[config.mk]
export PLATFORM = sky130hd
export DESIGN_NAME = cmd_dispatch
export DESIGN_NICKNAME = d
export VERILOG_FILES = /design/src/rtl/cmd_dispatch_pkg.sv /design/src/rtl/cmd_dispatch_ctrl.sv /design/src/rtl/cmd_dispatch_dp.sv /design/src/rtl/cmd_dispatch.sv
export SDC_FILE = /design/constraint.sdc
export NUM_CORES = 1
export LEC_CHECK = 0
export ABC_CLOCK_PERIOD_IN_PS = 2600
export BUFFER_PORTS_ARGS = -buffer_cell sky130_fd_sc_hd__buf_2
export CORE_ASPECT_RATIO = 0.75
export CORE_MARGIN = 4
export CORE_UTILIZATION = 53
export CTS_BUF_LIST = sky130_fd_sc_hd__clkbuf_16
export DETAILED_ROUTE_END_ITERATION = 6
export GPL_TIMING_DRIVEN = 0
export PLACE_DENSITY = 0.71
export RECOVER_POWER = 50
export SKIP_CTS_REPAIR_TIMING = 1
export SYNTH_ARGS = -nofsm -noshare
export SYNTH_HDL_FRONTEND = slang
export SYNTH_HIERARCHICAL = 1
export SYNTH_SLANG_ARGS = --single-unit
[constraint.sdc]
create_clock -name clk -period 2.6 [get_ports clk]
set_clock_uncertainty 0.1 [all_clocks]
set_input_delay 0.39 -clock clk [delete_from_list [all_inputs] [get_ports clk]]
set_output_delay 0.39 -clock clk [all_outputs]
set_load 0.02 [all_outputs]
[src/rtl/cmd_dispatch_pkg.sv]
package cmd_dispatch_pkg;

  typedef enum logic [1:0] {
    ST_IDLE,
    ST_COLLECT,
    ST_EXEC,
    ST_SEND
  } ctrlState_t;

  typedef struct packed {
    logic captureCmd;
    logic captureArg;
    logic execute;
    logic advance;
  } dpStrobe_t;

  localparam logic [7:0] PKT_PSEUDO  = 8'h01;
  localparam logic [7:0] PKT_ERROR   = 8'h02;
  localparam logic [7:0] ERR_UNKNOWN = 8'h02;
  localparam logic [7:0] ERR_BADARG  = 8'h05;

  localparam logic [7:0] CMD_AUTOPOLL = 8'h01;
  localparam logic [7:0] CMD_GETTIME  = 8'h03;
  localparam logic [7:0] CMD_SETTIME  = 8'h09;
  localparam logic [7:0] CMD_POWEROFF = 8'h0A;
  localparam logic [7:0] CMD_RESTART  = 8'h11;
  localparam logic [7:0] CMD_FSFLAG   = 8'h13;
  localparam logic [7:0] CMD_PERIOD   = 8'h14;
  localparam logic [7:0] CMD_DEVLIST  = 8'h19;
  localparam logic [7:0] CMD_PWRMSG   = 8'h21;

endpackage

[src/rtl/cmd_dispatch_ctrl.sv]
module cmd_dispatch_ctrl
  import cmd_dispatch_pkg::*;
(
  input  logic       clk,
  input  logic       rstN,
  input  logic       inValid,
  input  logic       inLast,
  input  logic       respLast,
  output dpStrobe_t  strobe,
  output logic       inReady,
  output logic       outValid
);

  ctrlState_t state, stateNext;
  logic accept;

  always_comb begin
    inReady  = (state == ST_IDLE) || (state == ST_COLLECT);
    outValid = (state == ST_SEND);
    accept   = inReady && inValid;
    strobe.captureCmd = accept && (state == ST_IDLE);
    strobe.captureArg = accept && (state == ST_COLLECT);
    strobe.execute    = (state == ST_EXEC);
    strobe.advance    = (state == ST_SEND);
  end

  always_comb begin
    stateNext = state;
    unique case (state)
      ST_IDLE:    if (accept) stateNext = inLast ? ST_EXEC : ST_COLLECT;
      ST_COLLECT: if (accept && inLast) stateNext = ST_EXEC;
      ST_EXEC:    stateNext = ST_SEND;
      ST_SEND:    if (respLast) stateNext = ST_IDLE;
      default:    stateNext = ST_IDLE;
    endcase
  end

  always_ff @(posedge clk or negedge rstN) begin
    if (!rstN) state <= ST_IDLE;
    else       state <= stateNext;
  end

endmodule

[src/rtl/cmd_dispatch_dp.sv]
module cmd_dispatch_dp
  import cmd_dispatch_pkg::*;
#(
  parameter int          MAX_ARGS      = 4,
  parameter logic [31:0] RESET_SECONDS = 32'd2082844800,
  parameter logic [7:0]  RATE_RESET    = 8'd20,
  parameter logic [15:0] MASK_RESET    = 16'hFFFF
) (
  input  logic        clk,
  input  logic        rstN,
  input  dpStrobe_t   strobe,
  input  logic [7:0]  inByte,
  input  logic        secTick,
  output logic [7:0]  outByte,
  output logic        respLast,
  output logic        powerReq,
  output logic        resetReq,
  output logic        pollEnable,
  output logic [7:0]  pollRateMs,
  output logic [15:0] pollMask
);

  localparam int TIME_BYTES = 4;
  localparam int CNT_W      = $clog2(MAX_ARGS + 2);
  localparam int RESP_MAX   = 3 + TIME_BYTES;
  localparam int IDX_W      = $clog2(RESP_MAX);
  localparam int RESP_SLOTS = 1 << IDX_W;
  localparam logic [CNT_W-1:0] CNT_SAT = CNT_W'(MAX_ARGS + 1);

  logic [7:0]       cmdReg;
  logic [7:0]       args [MAX_ARGS];
  logic [CNT_W-1:0] argCount;
  logic [31:0]      secCount;

  logic             known, argsOk, loadTime;
  logic [CNT_W-1:0] needArgs;

  logic             respErr;
  logic [7:0]       respCode;
  logic [7:0]       respCmd;
  logic [31:0]      respData;
  logic [IDX_W-1:0] respLastIdx;
  logic [IDX_W-1:0] idx;
  logic [7:0]       respBytes [RESP_SLOTS];

  // packet capture
  always_ff @(posedge clk or negedge rstN) begin
    if (!rstN) begin
      cmdReg   <= '0;
      argCount <= '0;
    end else if (strobe.captureCmd) begin
      cmdReg   <= inByte;
      argCount <= '0;
    end else if (strobe.captureArg && argCount != CNT_SAT) begin
      argCount <= argCount + 1'b1;
    end
  end

  for (genvar k = 0; k < MAX_ARGS; k++) begin : g_arg
    always_ff @(posedge clk or negedge rstN) begin
      if (!rstN) args[k] <= '0;
      else if (strobe.captureArg && argCount == CNT_W'(k)) args[k] <= inByte;
    end
  end

  // command decode
  always_comb begin
    known    = 1'b1;
    needArgs = '0;
    case (cmdReg)
      CMD_AUTOPOLL: needArgs = CNT_W'(1);
      CMD_PERIOD:   needArgs = CNT_W'(1);
      CMD_DEVLIST:  needArgs = CNT_W'(2);
      CMD_POWEROFF: needArgs = CNT_W'(0);
      CMD_RESTART:  needArgs = CNT_W'(0);
      CMD_FSFLAG:   needArgs = CNT_W'(1);
      CMD_PWRMSG:   needArgs = CNT_W'(1);
      CMD_GETTIME:  needArgs = CNT_W'(0);
      CMD_SETTIME:  needArgs = CNT_W'(TIME_BYTES);
      default:      known    = 1'b0;
    endcase
    argsOk   = known && (argCount == needArgs) &&
               !(cmdReg == CMD_PERIOD && args[0] == 8'h00);
    loadTime = strobe.execute && argsOk && (cmdReg == CMD_SETTIME);
  end

  // seconds clock
  always_ff @(posedge clk or negedge rstN) begin
    if (!rstN)         secCount <= RESET_SECONDS;
    else if (loadTime) secCount <= {args[0], args[1], args[2], args[3]};
    else if (secTick)  secCount <= secCount + 32'd1;
  end

  // actions and poll settings
  always_ff @(posedge clk or negedge rstN) begin
    if (!rstN) begin
      powerReq   <= 1'b0;
      resetReq   <= 1'b0;
      pollEnable <= 1'b0;
      pollRateMs <= RATE_RESET;
      pollMask   <= MASK_RESET;
    end else begin
      powerReq <= 1'b0;
      resetReq <= 1'b0;
      if (strobe.execute && argsOk) begin
        case (cmdReg)
          CMD_POWEROFF: powerReq   <= 1'b1;
          CMD_RESTART:  resetReq   <= 1'b1;
          CMD_AUTOPOLL: pollEnable <= (args[0] != 8'h00);
          CMD_PERIOD:   pollRateMs <= args[0];
          CMD_DEVLIST:  pollMask   <= {args[0], args[1]};
          default: ;
        endcase
      end
    end
  end

  // response fields, latched in the execute cycle
  always_ff @(posedge clk or negedge rstN) begin
    if (!rstN) begin
      respErr     <= 1'b0;
      respCode    <= '0;
      respCmd     <= '0;
      respData    <= '0;
      respLastIdx <= '0;
    end else if (strobe.execute) begin
      respErr  <= !argsOk;
      respCode <= known ? ERR_BADARG : ERR_UNKNOWN;
      respCmd  <= cmdReg;
      respData <= secCount;
      if (!argsOk)                    respLastIdx <= IDX_W'(3);
      else if (cmdReg == CMD_GETTIME) respLastIdx <= IDX_W'(RESP_MAX - 1);
      else                            respLastIdx <= IDX_W'(2);
    end
  end

  always_ff @(posedge clk or negedge rstN) begin
    if (!rstN)              idx <= '0;
    else if (strobe.execute) idx <= '0;
    else if (strobe.advance) idx <= idx + 1'b1;
  end

  // response byte selection
  always_comb begin
    for (int k = 0; k < RESP_SLOTS; k++) respBytes[k] = 8'h00;
    if (respErr) begin
      respBytes[0] = PKT_ERROR;
      respBytes[1] = respCode;
      respBytes[2] = PKT_PSEUDO;
      respBytes[3] = respCmd;
    end else begin
      respBytes[0] = PKT_PSEUDO;
      respBytes[1] = 8'h00;
      respBytes[2] = respCmd;
      for (int k = 0; k < TIME_BYTES; k++)
        respBytes[3 + k] = respData[8*(TIME_BYTES-1-k) +: 8];
    end
  end

  assign outByte  = respBytes[idx];
  assign respLast = (idx == respLastIdx);

endmodule

[src/rtl/cmd_dispatch.sv]
module cmd_dispatch
  import cmd_dispatch_pkg::*;
#(
  parameter int          MAX_ARGS      = 4,
  parameter logic [31:0] RESET_SECONDS = 32'd2082844800,
  parameter logic [7:0]  RATE_RESET    = 8'd20,
  parameter logic [15:0] MASK_RESET    = 16'hFFFF
) (
  input  logic        clk,
  input  logic        rstN,
  input  logic        secTick,
  input  logic        inValid,
  input  logic [7:0]  inByte,
  input  logic        inLast,
  output logic        inReady,
  output logic        outValid,
  output logic [7:0]  outByte,
  output logic        outLast,
  output logic        powerReq,
  output logic        resetReq,
  output logic        pollEnable,
  output logic [7:0]  pollRateMs,
  output logic [15:0] pollMask
);

  dpStrobe_t strobe;
  logic      respLast;

  cmd_dispatch_ctrl u_ctrl (
    .clk      (clk),
    .rstN     (rstN),
    .inValid  (inValid),
    .inLast   (inLast),
    .respLast (respLast),
    .strobe   (strobe),
    .inReady  (inReady),
    .outValid (outValid)
  );

  cmd_dispatch_dp #(
    .MAX_ARGS      (MAX_ARGS),
    .RESET_SECONDS (RESET_SECONDS),
    .RATE_RESET    (RATE_RESET),
    .MASK_RESET    (MASK_RESET)
  ) u_dp (
    .clk        (clk),
    .rstN       (rstN),
    .strobe     (strobe),
    .inByte     (inByte),
    .secTick    (secTick),
    .outByte    (outByte),
    .respLast   (respLast),
    .powerReq   (powerReq),
    .resetReq   (resetReq),
    .pollEnable (pollEnable),
    .pollRateMs (pollRateMs),
    .pollMask   (pollMask)
  );

  assign outLast = outValid && respLast;

endmodule

==> results of run 1 <==
[report_power, final]
part           leakage, nW  total (mW)  switching (mW)  internal, mW
logic                 1.90        2.55            1.30          1.24
clock network        0.286        2.34           0.944          1.40
registers             1.90        3.54           0.625          2.91
[state kept, by name, summed over array words and instances, names as in the netlist]
register / count
u_dp/pollRateMs: 8
u_dp/pollMask: 16
u_dp/secCount: 32
u_dp/argCount: 3
u_dp/resetReq: 1
u_dp/respLastIdx: 3
u_dp/idx: 3
u_dp/respCode: 2
u_dp/args: 32
u_ctrl/state: 2
u_dp/respData: 32
u_dp/respCmd: 8
u_dp/cmdReg: 8
u_dp/powerReq: 1
u_dp/pollEnable: 1
[area by class of cell]
class	count	area, sq um	area share [%]
sequential	152	3840	44.2
multi-input combinational	391	3530	40.5
clock buffer	17	425	4.89
timing repair buffer	57	314	3.61
tap	175	219	2.51
buffer	25	171	1.97
clock inverter	15	141	1.62
inverter	16	63.8	0.733
[cell usage in the layout, fill, tap and decap left out, types with 4 or more instances in the layout]
cell	n
dfrtp_1	119
mux2_2	99
buf_2	40
mux2_4	40
dfstp_2	30
xnor2_1	27
nand2_1	25
nor2_1	21
inv_1	18
clkbuf_16	17
mux2i_1	16
a21oi_1	16
clkbuf_1	14
nand4_1	13
ha_1	11
xor2_1	11
buf_4	10
nand3_1	10
o22ai_1	9
and4_1	9
o21ai_0	8
nor3_1	8
and2_1	7
buf_1	7
and3_1	7
nor4_1	5
clkinv_2	4
clkinv_4	4
nand2b_1	4
[kinds of logic (layout without fill, tap and decap cells)]
family	Yosys count	in the layout
adders and majority gates	12	12
DFF	152	152
buffers and inverters	43	130
muxes	155	155
and+or+nand+nor	135	135
AOI/OAI and AO/OA	51	51
xor gates and xnor gates	38	38
[per-layer routing]
layer,vias up,track usage [%],part of all wire [%]
met5,-,0,0
met4,0,4.36,0.78
met3,14,6.22,5.9
met2,143,32.0,45
met1,2543,32.6,49
li1,2267,-,-
[worst max-delay path, stage by stage, from the launching register on]
cell	delay (ns)
dfrtp_1	0.39
or4b_4	0.57
nor4_4	0.19
o21ai_2	0.12
a2111o_2	0.62
buf_8	0.21
mux2_4	0.29
[how the worst max path moves through the flow]
stage	depth (start not counted)	startpoint	slack (ns)	end
2_1_floorplan	6	u_dp/cmdReg[3]	0.23	u_dp/secCount[10]
3_3_place_gp	1	rstN	-1.03	u_dp/respLastIdx[1]
3_5_place_dp	7	u_dp/cmdReg[2]	-0.1	u_dp/secCount[5]
4_1_cts	6	u_dp/idx[0]	-0.33	outByte[0]
5_1_grt	6	u_dp/cmdReg[1]	-0.05	u_dp/secCount[8]
6_report	6	u_dp/cmdReg[1]	-0.01	u_dp/secCount[8]
[through the flow]
step	power, mW	TNS, ns	utilization [%]
after floorplan	5.19	0	-
after global placement	5.81	-130.02	57.9
after detailed placement	5.96	-2.11	58.2
after CTS	8.33	-5.51	62.3
after global routing	8.88	-1.08	62.9
final	8.43	-0.104	62.9
==> results_dict.tcl, run 1 <==
set metrics [dict create \
    gp_congestion 0.867 \
    grt_max_degree 106 \
    drv_slew 0 \
    final_layout_size_suffix_gt1_share_pct 41.6 \
    synth_compound_area_share_pct 4.52 \
    min-delay-start "inByte[3]" \
    r2r-end "u_dp/secCount[8]" \
    fillers 1026 \
    die_w_um 146 \
    synth_cell_types 60 \
    portBuffers 49 \
    crit_type "reg -> reg" \
    grt.total_usage_pct 21.8 \
    dpl_cell_area_sq_mm 0.00805 \
    fin_ws_ns -0.0141 \
    r2r_start "u_dp/cmdReg[1]" \
    yosys.area_share.adder_pct 1.95 \
    antenna_found_initial 0 \
    rows 37 \
    status "complete, but fails checks" \
    synth_area_per_cell_sq_um 12.9 \
    cts_tree "built" \
    final_cell_area_sq_mm 0.00871 \
    max_slew.worst_pin.slew_ns 1.18 \
    synthCells 586 \
    ant_nets 0 \
    synth_top_cell_area_share_pct 40.4 \
    syn_area_sq_mm 0.00755 \
    synth_ff_type "dfrtp_1" \
    syn_to_final_growth_pct 15.3 \
    synth_edf_count 0 \
    synth_top_family_by_area "multiplexers" \
    synth-simple-area-share_pct 10.6 \
    post-route-min-period_ns 2.61 \
    muxShareOfSynthArea_pct 24.8 \
    insertion_delay_ns 0.41 \
    path_clk_slew_ns 0.06 \
    place_inst 811 \
    finalHoldViolations 0 \
    ioPinCount 51 \
    yosys.area_share.xor_xnor_pct 4.41 \
    core_area_sq_mm 0.0138 \
    reg2reg_setup_slack_ns -0.01 \
    hold_ws_ns 0.215 \
    vias_per_cell 5.86 \
    rsz0062_at_grt "yes" \
    drc_errors 0 \
    cp-start-kind "flip-flop" \
    start_util_pct 54.6 \
    ys_async_sr_fraction_pct 100 \
    first_pass_iters 5 \
    synth.largest_area_cell "dfrtp_1" \
    ys_seq_area_share_pct 50.9 \
    hold_path.class "in -> reg" \
    power_density_mw_per_mm2 968 \
    vias 4967 \
    grt_pass1_wl_mm 27.8 \
    first_global_vias 5014 \
    numCtsBuffers 17 \
    ys.warnings.count 6 \
    rr_worst_depth 6 \
    setup_viol 12 \
    diodes 0 \
    grt_overflow 0 \
    root_buffer "clkbuf_16" \
    dp_hpwl_mm 12.3 \
    fin_crit_sh_pct 101 \
    dieHeight_um 111 \
    cts.htree.levels 4 \
    ys_ff_latch 152 \
    die-area_sq_mm 0.0162 \
    cp.required_ns 2.79 \
    clock.fmax_mhz 383 \
    power.leakage_nw 4.09 \
    syn-num-nets 610 \
    hold-path-cell-count 3 \
    wirelength_mm 17.2 \
    holdPathEnd "u_dp/cmdReg[3]" \
    synth_most_common_cell "dfrtp_1" \
    worst-path-max-fanout 10 \
    max-cap-violations 0 \
    stdcell_count 848 \
    ir_drop_v 0.000592 \
    dp_slack_ns -0.0958 \
    arrival_ns 2.81 \
    wire_per_inst_um 20.2 \
    synth_commonest_cells "122 x dfrtp_1, 99 x mux2_2, 40 x mux2_4" \
    end_kind "flip-flop" \
    drt_iter0_drc 391 \
    numClockSinks 152 \
    cts_buffer_depth 2 \
    synthTopCellsByArea "dfrtp_1 40%, mux2_2 15%, dfstp_2 10%, mux2_4 8.0%, xnor2_1 3.1%" \
    violations "setup timing" \
    max_slew_margin_pct 21.6 \
    nNetsFinal 684 \
]
No activity file was read; power rests on OpenSTA's default activity.
==> run 2: changes to the inputs <==
- CORE_ASPECT_RATIO: 0.75 -> 0.7
- GPL_TIMING_DRIVEN: 0 -> not set
==> run 2 against run 1 <==
The flow now finishes without violations. Design area fell by 0.88%. Critical path depth did not move. Via count fell by 0.81%. Highest routed layer unchanged. Sequential power rose by 1%.
==> results_dict.tcl, run 2 (synthesized netlist as in run 1, its figures left out) <==
set metrics [dict create \
    crit_family "simple AND/OR/NAND/NOR gates" \
    hold_path.class "in -> reg" \
    fin_crit_sh_pct 97.2 \
    reg2reg_setup_slack_ns 0.07 \
    finalHoldViolations 0 \
    ir_drop_v 0.000480 \
    core_area_sq_mm 0.0139 \
    portBuffers 50 \
    ioPinCount 51 \
    syn_to_final_growth_pct 14.3 \
    grt_pass1_wl_mm 28.1 \
    status "finished clean" \
    startpoint "u_dp/cmdReg[1]" \
    start_util_pct 54.3 \
    power.leakage_nw 4.03 \
    crit_chain "or4b_4 > nor4_4 > o21ai_2 > a2111o_2 > buf_12 > mux2_4" \
    crit_type "reg -> reg" \
    r2r_start "u_dp/cmdReg[1]" \
    drt_iter0_drc 311 \
    rsz0062_at_grt "no" \
    cp.depth 6 \
    ant_nets 0 \
    numClockSinks 152 \
    fillers 1105 \
    wirelength_mm 17.3 \
    fin_setup_tns_ns 0 \
    dieHeight_um 108 \
    root_buffer "clkbuf_16" \
    final_cell_mix "118 x dfrtp_1, 99 x mux2_2, 40 x mux2_4" \
    wire_per_inst_um 20.3 \
    worst-path-max-fanout 32 \
    numCtsBuffers 17 \
    path_clk_slew_ns 0.07 \
    max-cap-violations 0 \
    dp_hpwl_mm 12.5 \
    vias 4927 \
    fin_ws_ns 0.0735 \
    final_common_cell "dfrtp_1" \
    gp_congestion 0.890 \
    rows 36 \
    drv_slew 0 \
    die_w_um 151 \
    dp_slack_ns 0.0859 \
    r2r-end "u_dp/secCount[17]" \
    rr_worst_depth 6 \
    grt.total_usage_pct 23.0 \
    first_pass_iters 5 \
    grt_overflow 0 \
    cts_tree "built" \
    end_kind "flip-flop" \
    nNetsFinal 674 \
    arrival_ns 2.73 \
    grt_max_degree 59 \
    clock.fmax_mhz 396 \
    antenna_found_initial 0 \
    fin_util_pct 62.0 \
    cts.htree.levels 4 \
    cts_buffer_depth 2 \
    total_power_mw 8.43 \
    vias_per_cell 5.78 \
    max_slew.worst_pin.slew_ns 1.44 \
    cp-start-kind "flip-flop" \
    critPathCapture "u_dp/secCount[17]" \
    first_global_vias 4970 \
    cp.required_ns 2.81 \
    die-area_sq_mm 0.0163 \
    critPathSlowestCell "or4b_4" \
    post-route-min-period_ns 2.53 \
    diodes 0 \
    insertion_delay_ns 0.43 \
    setup_viol 0 \
    hold_ws_ns 0.203 \
    top_regs "u_dp/args: 32 flops, u_dp/respData: 32 flops, u_dp/secCount: 32 flops" \
    max_slew_margin_pct 3.88 \
    drc_errors 0 \
    cp_slowest_stage_delay_ns 0.59 \
    final_layout_size_suffix_gt1_share_pct 41.5 \
    critPathBufInv 1 \
    power_density_mw_per_mm2 977 \
]
-- run 2: cell type report --
cell class	instances	area, sq um	area share (%)
clock buffer	17	425	4.93
clock inverter	15	144	1.67
inverter	16	60.1	0.696
multi-input combinational	391	3500	40.6
sequential	152	3850	44.6
tap	190	238	2.75
timing repair buffer	72	414	4.80
-- run 2: how the worst min path moves through the flow --
stage          slack [ns]  cells past startpoint              end      start
2_1_floorplan      -0.006                      0  u_ctrl/state[0]       rstN
3_3_place_gp         0.16                      1    u_dp/args[17]       rstN
3_5_place_dp         0.17                      1    u_dp/args[21]       rstN
4_1_cts             -0.29                      1    u_dp/args[21]       rstN
5_1_grt              0.20                      2    u_dp/args[13]  inByte[5]
6_report             0.20                      2    u_dp/args[31]  inByte[7]
-- run 2: layer usage --
metal  track usage [%]  routed length (um)  vias up
li1                  -                   -     2251
met4              4.92                 108        0
met3              5.51                1100       10
met5                 0                   0        -
met1              36.7                8740     2509
met2              31.5                7380      157
-- run 2: worst register-to-register path: stages, from the launching register on --
cell,delay (ns)
dfrtp_1,0.41
or4b_4,0.59
nor4_4,0.20
o21ai_2,0.12
a2111o_2,0.47
buf_12,0.21
mux2_4,0.33
-- run 2: report_power, final --
group          leakage (nW)  switching [mW]  internal, mW
Clock                 0.283            1.11          1.28
Combinational          1.85            1.23          1.23
Sequential             1.90           0.673          2.91
-- run 2: metrics by stage --
stage | cell area, sq um | cells
finish | 8630 | 853
global route | 8630 | 853
CTS | 8640 | 850
detailed placement | 8070 | 818
global placement | 8070 | 818
floorplan | 7550 | 586
==> run 3: changes to the inputs <==
- ABC_AREA: not set -> 1
- CAP_MARGIN: not set -> 20
==> run 3 against run 2 <==
First-iteration DRC count is 130% higher. Sequential cell count is the same. Maximum frequency rose by 2.7%.
==> results_dict.tcl, run 3 <==
set metrics [dict create \
    status "finished clean" \
    multi_input_area_sq_mm 0.00348 \
    setup_viol 0 \
    root_buffer "clkbuf_16" \
    p_sw_mw 3.60 \
    grt.total_usage_pct 26.4 \
    nNetsFinal 1087 \
    ant_nets 0 \
    diodes 0 \
    fin_ws_ns 0.139 \
    synthTopCellsByArea "dfrtp_1 38%, nand2_1 13%, dfstp_2 9.9%, nand3_1 8.2%, o21ai_0 6.1%" \
    power_density_mw_per_mm2 974 \
    crit_family "compound AO/OA/AOI/OAI gates" \
    fillers 1374 \
    grt_pass1_wl_mm 35.8 \
    first_pass_iters 5 \
    drt_iter0_drc 714 \
    numClockSinks 152 \
    ys.warnings.count 6 \
    grt_overflow 0 \
    end_kind "primary output" \
    synthCells 1020 \
    arrival_ns 1.97 \
    grt_max_degree 69 \
    met3_usage_pct 7.09 \
    synth_commonest_cells "267 x nand2_1, 131 x nand3_1, 122 x dfrtp_1" \
    synth_ff_type "dfrtp_1" \
    ys_async_sr_fraction_pct 100 \
    dieHeight_um 111 \
    seqCellArea_sq_mm 0.00384 \
    insertion_delay_ns 0.43 \
    clkPwrFrac_pct 28.2 \
    synth.largest_area_cell "dfrtp_1" \
    grtUsageMet1_pct 42.6 \
    synth_most_common_cell "nand2_1" \
    switching_share_pct 40.9 \
    vias_per_cell 5.52 \
    grt_util_met2_pct 35.3 \
    rsz0062_at_grt "no" \
    ioPinCount 51 \
    synth_cell_types 41 \
    syn_to_final_growth_pct 13.1 \
    start_util_pct 54.2 \
    dp_hpwl_mm 15.9 \
    fin_crit_sh_pct 94.7 \
    hold_path.class "in -> reg" \
    drv_slew 0 \
    post-route-min-period_ns 2.46 \
    wirelength_mm 22.1 \
    max-cap-violations 0 \
    portBuffers 50 \
    max_slew.worst_pin.slew_ns 1.46 \
    power.leakage_nw 4.14 \
    numCtsBuffers 17 \
    antenna_found_initial 0 \
    rows 37 \
    hold_ws_ns 0.0916 \
    vias 7011 \
    syn_area_sq_mm 0.00798 \
    path_clk_slew_ns 0.07 \
    cp_slowest_stage_delay_ns 0.42 \
    cp-start-kind "flip-flop" \
    max_slew_margin_pct 2.46 \
    synth_edf_count 0 \
    final_common_cell "nand2_1" \
    crit_type "reg -> out" \
    cts.htree.levels 4 \
    gp_congestion 0.948 \
    critPathBufInv 3 \
    final_cell_mix "266 x nand2_1, 131 x nand3_1, 122 x dfrtp_1" \
    clock.fmax_mhz 406 \
    first_global_vias 6548 \
    syn-num-nets 1044 \
    ys_ff_latch 152 \
    crit_chain "inv_1 > nand2_2 > inv_1 > a221oi_1 > o22ai_1 > buf_2" \
    top_usage_layer "met1" \
    finalHoldViolations 0 \
    cts_tree "built" \
    ys_seq_area_share_pct 48.2 \
    synth_area_per_cell_sq_um 7.82 \
    synth_top_cell_area_share_pct 38.3 \
    cts_buffer_depth 2 \
    combPwrFrac_pct 29.4 \
    wire_per_inst_um 17.4 \
    critPathSlowestCell "dfrtp_1" \
    dp_slack_ns 0.395 \
    crit_top_cell "inv_1" \
    core_area_sq_mm 0.0147 \
    drc_errors 0 \
    ir_drop_v 0.000615 \
    p_seq_share_pct 42.5 \
    fin_util_pct 61.3 \
    top_regs "u_dp/args: 32 flops, u_dp/respData: 32 flops, u_dp/secCount: 32 flops" \
    final_layout_size_suffix_gt1_share_pct 14.8 \
    p_int_mw 5.19 \
    die_w_um 155 \
    cp.required_ns 2.11 \
    worst-path-max-fanout 14 \
    die-area_sq_mm 0.0171 \
]
[run 3: cell count changes after synthesis, sizes merged, moves of 8 or more]
cell / delta
mux2i: -16
xnor2: -24
clkbuf: +18
nor2: +41
and4: -9
mux2: -139
nor3: +13
nand3: +123
o21ai: +104
nand2: +250
nand4: -8
inv: +104
a21oi: +16
and2: -9
[run 3: cell type report]
class	instances	area share (%)
clock buffer	17	4.72
clock inverter	15	1.96
inverter	121	5.04
multi-input combinational	704	38.6
sequential	152	42.6
tap	195	2.70
timing repair buffer	67	4.40
[run 3: power by group through the flow]
| stage | Sequential (mW) | Combinational [mW] | Clock [mW] |
|---|---|---|---|
| 2_1_floorplan | 3.46 | 1.88 | 0 |
| 3_3_place_gp | 3.72 | 2.50 | 0 |
| 3_5_place_dp | 3.73 | 2.54 | 0 |
| 4_1_cts | 3.69 | 2.56 | 2.53 |
| 5_1_grt | 3.80 | 2.95 | 2.62 |
| 6_report | 3.73 | 2.58 | 2.48 |
[run 3: per-layer routing]
layer	vias up	share of wire, %
met2	263	41
met1	3312	50
met4	0	1.0
li1	3416	-
met5	-	0
met3	20	8.3
[run 3: through the flow]
step	area (sq um)	power [mW]	setup TNS, ns	std cells
after detailed placement	8440	6.27	0	1238
after global routing	9020	9.37	0	1271
after CTS	9040	8.77	-0.0884	1270
final	9020	8.79	0	1271
after floorplan	7980	5.34	0	1020
after global placement	8440	6.22	0	1238
[run 3: path summary, 6_finish.rpt]
path | from | to | cells after the start | slack, ns
setup / recovery | u_dp/respLastIdx[0] | outByte[2] | 6 | 0.14
hold / removal | inByte[0] | u_dp/cmdReg[0] | 3 | 0.09
setup reg to reg | u_dp/cmdReg[1] | u_dp/secCount[27] | 12 | 0.47
hold reg to reg | u_dp/pollMask[2] | u_dp/pollMask[2] | 2 | 0.36
max in group asynchronous | rstN | u_dp/secCount[18] | 3 | 0.45
min in group asynchronous | rstN | u_dp/respData[11] | 2 | 0.75
[run 3: logic make-up after synthesis]
family,count (synthesis),synth area share [%]
XOR/XNOR,10,1.10
AND/OR/NAND/NOR,509,28.0
buffers and inverters,164,8.33
flip-flops,152,48.2
adder cells (fa/ha/maj),11,1.73
AO/OA/AOI/OAI,174,12.7
[run 3: worst register-to-register path: cells and delay by family (launching register included)]
kind | cells | cell delay [ns]
AND/OR/NAND/NOR | 10 | 1.20
flip-flops | 1 | 0.44
buffers and inverters | 2 | 0.33
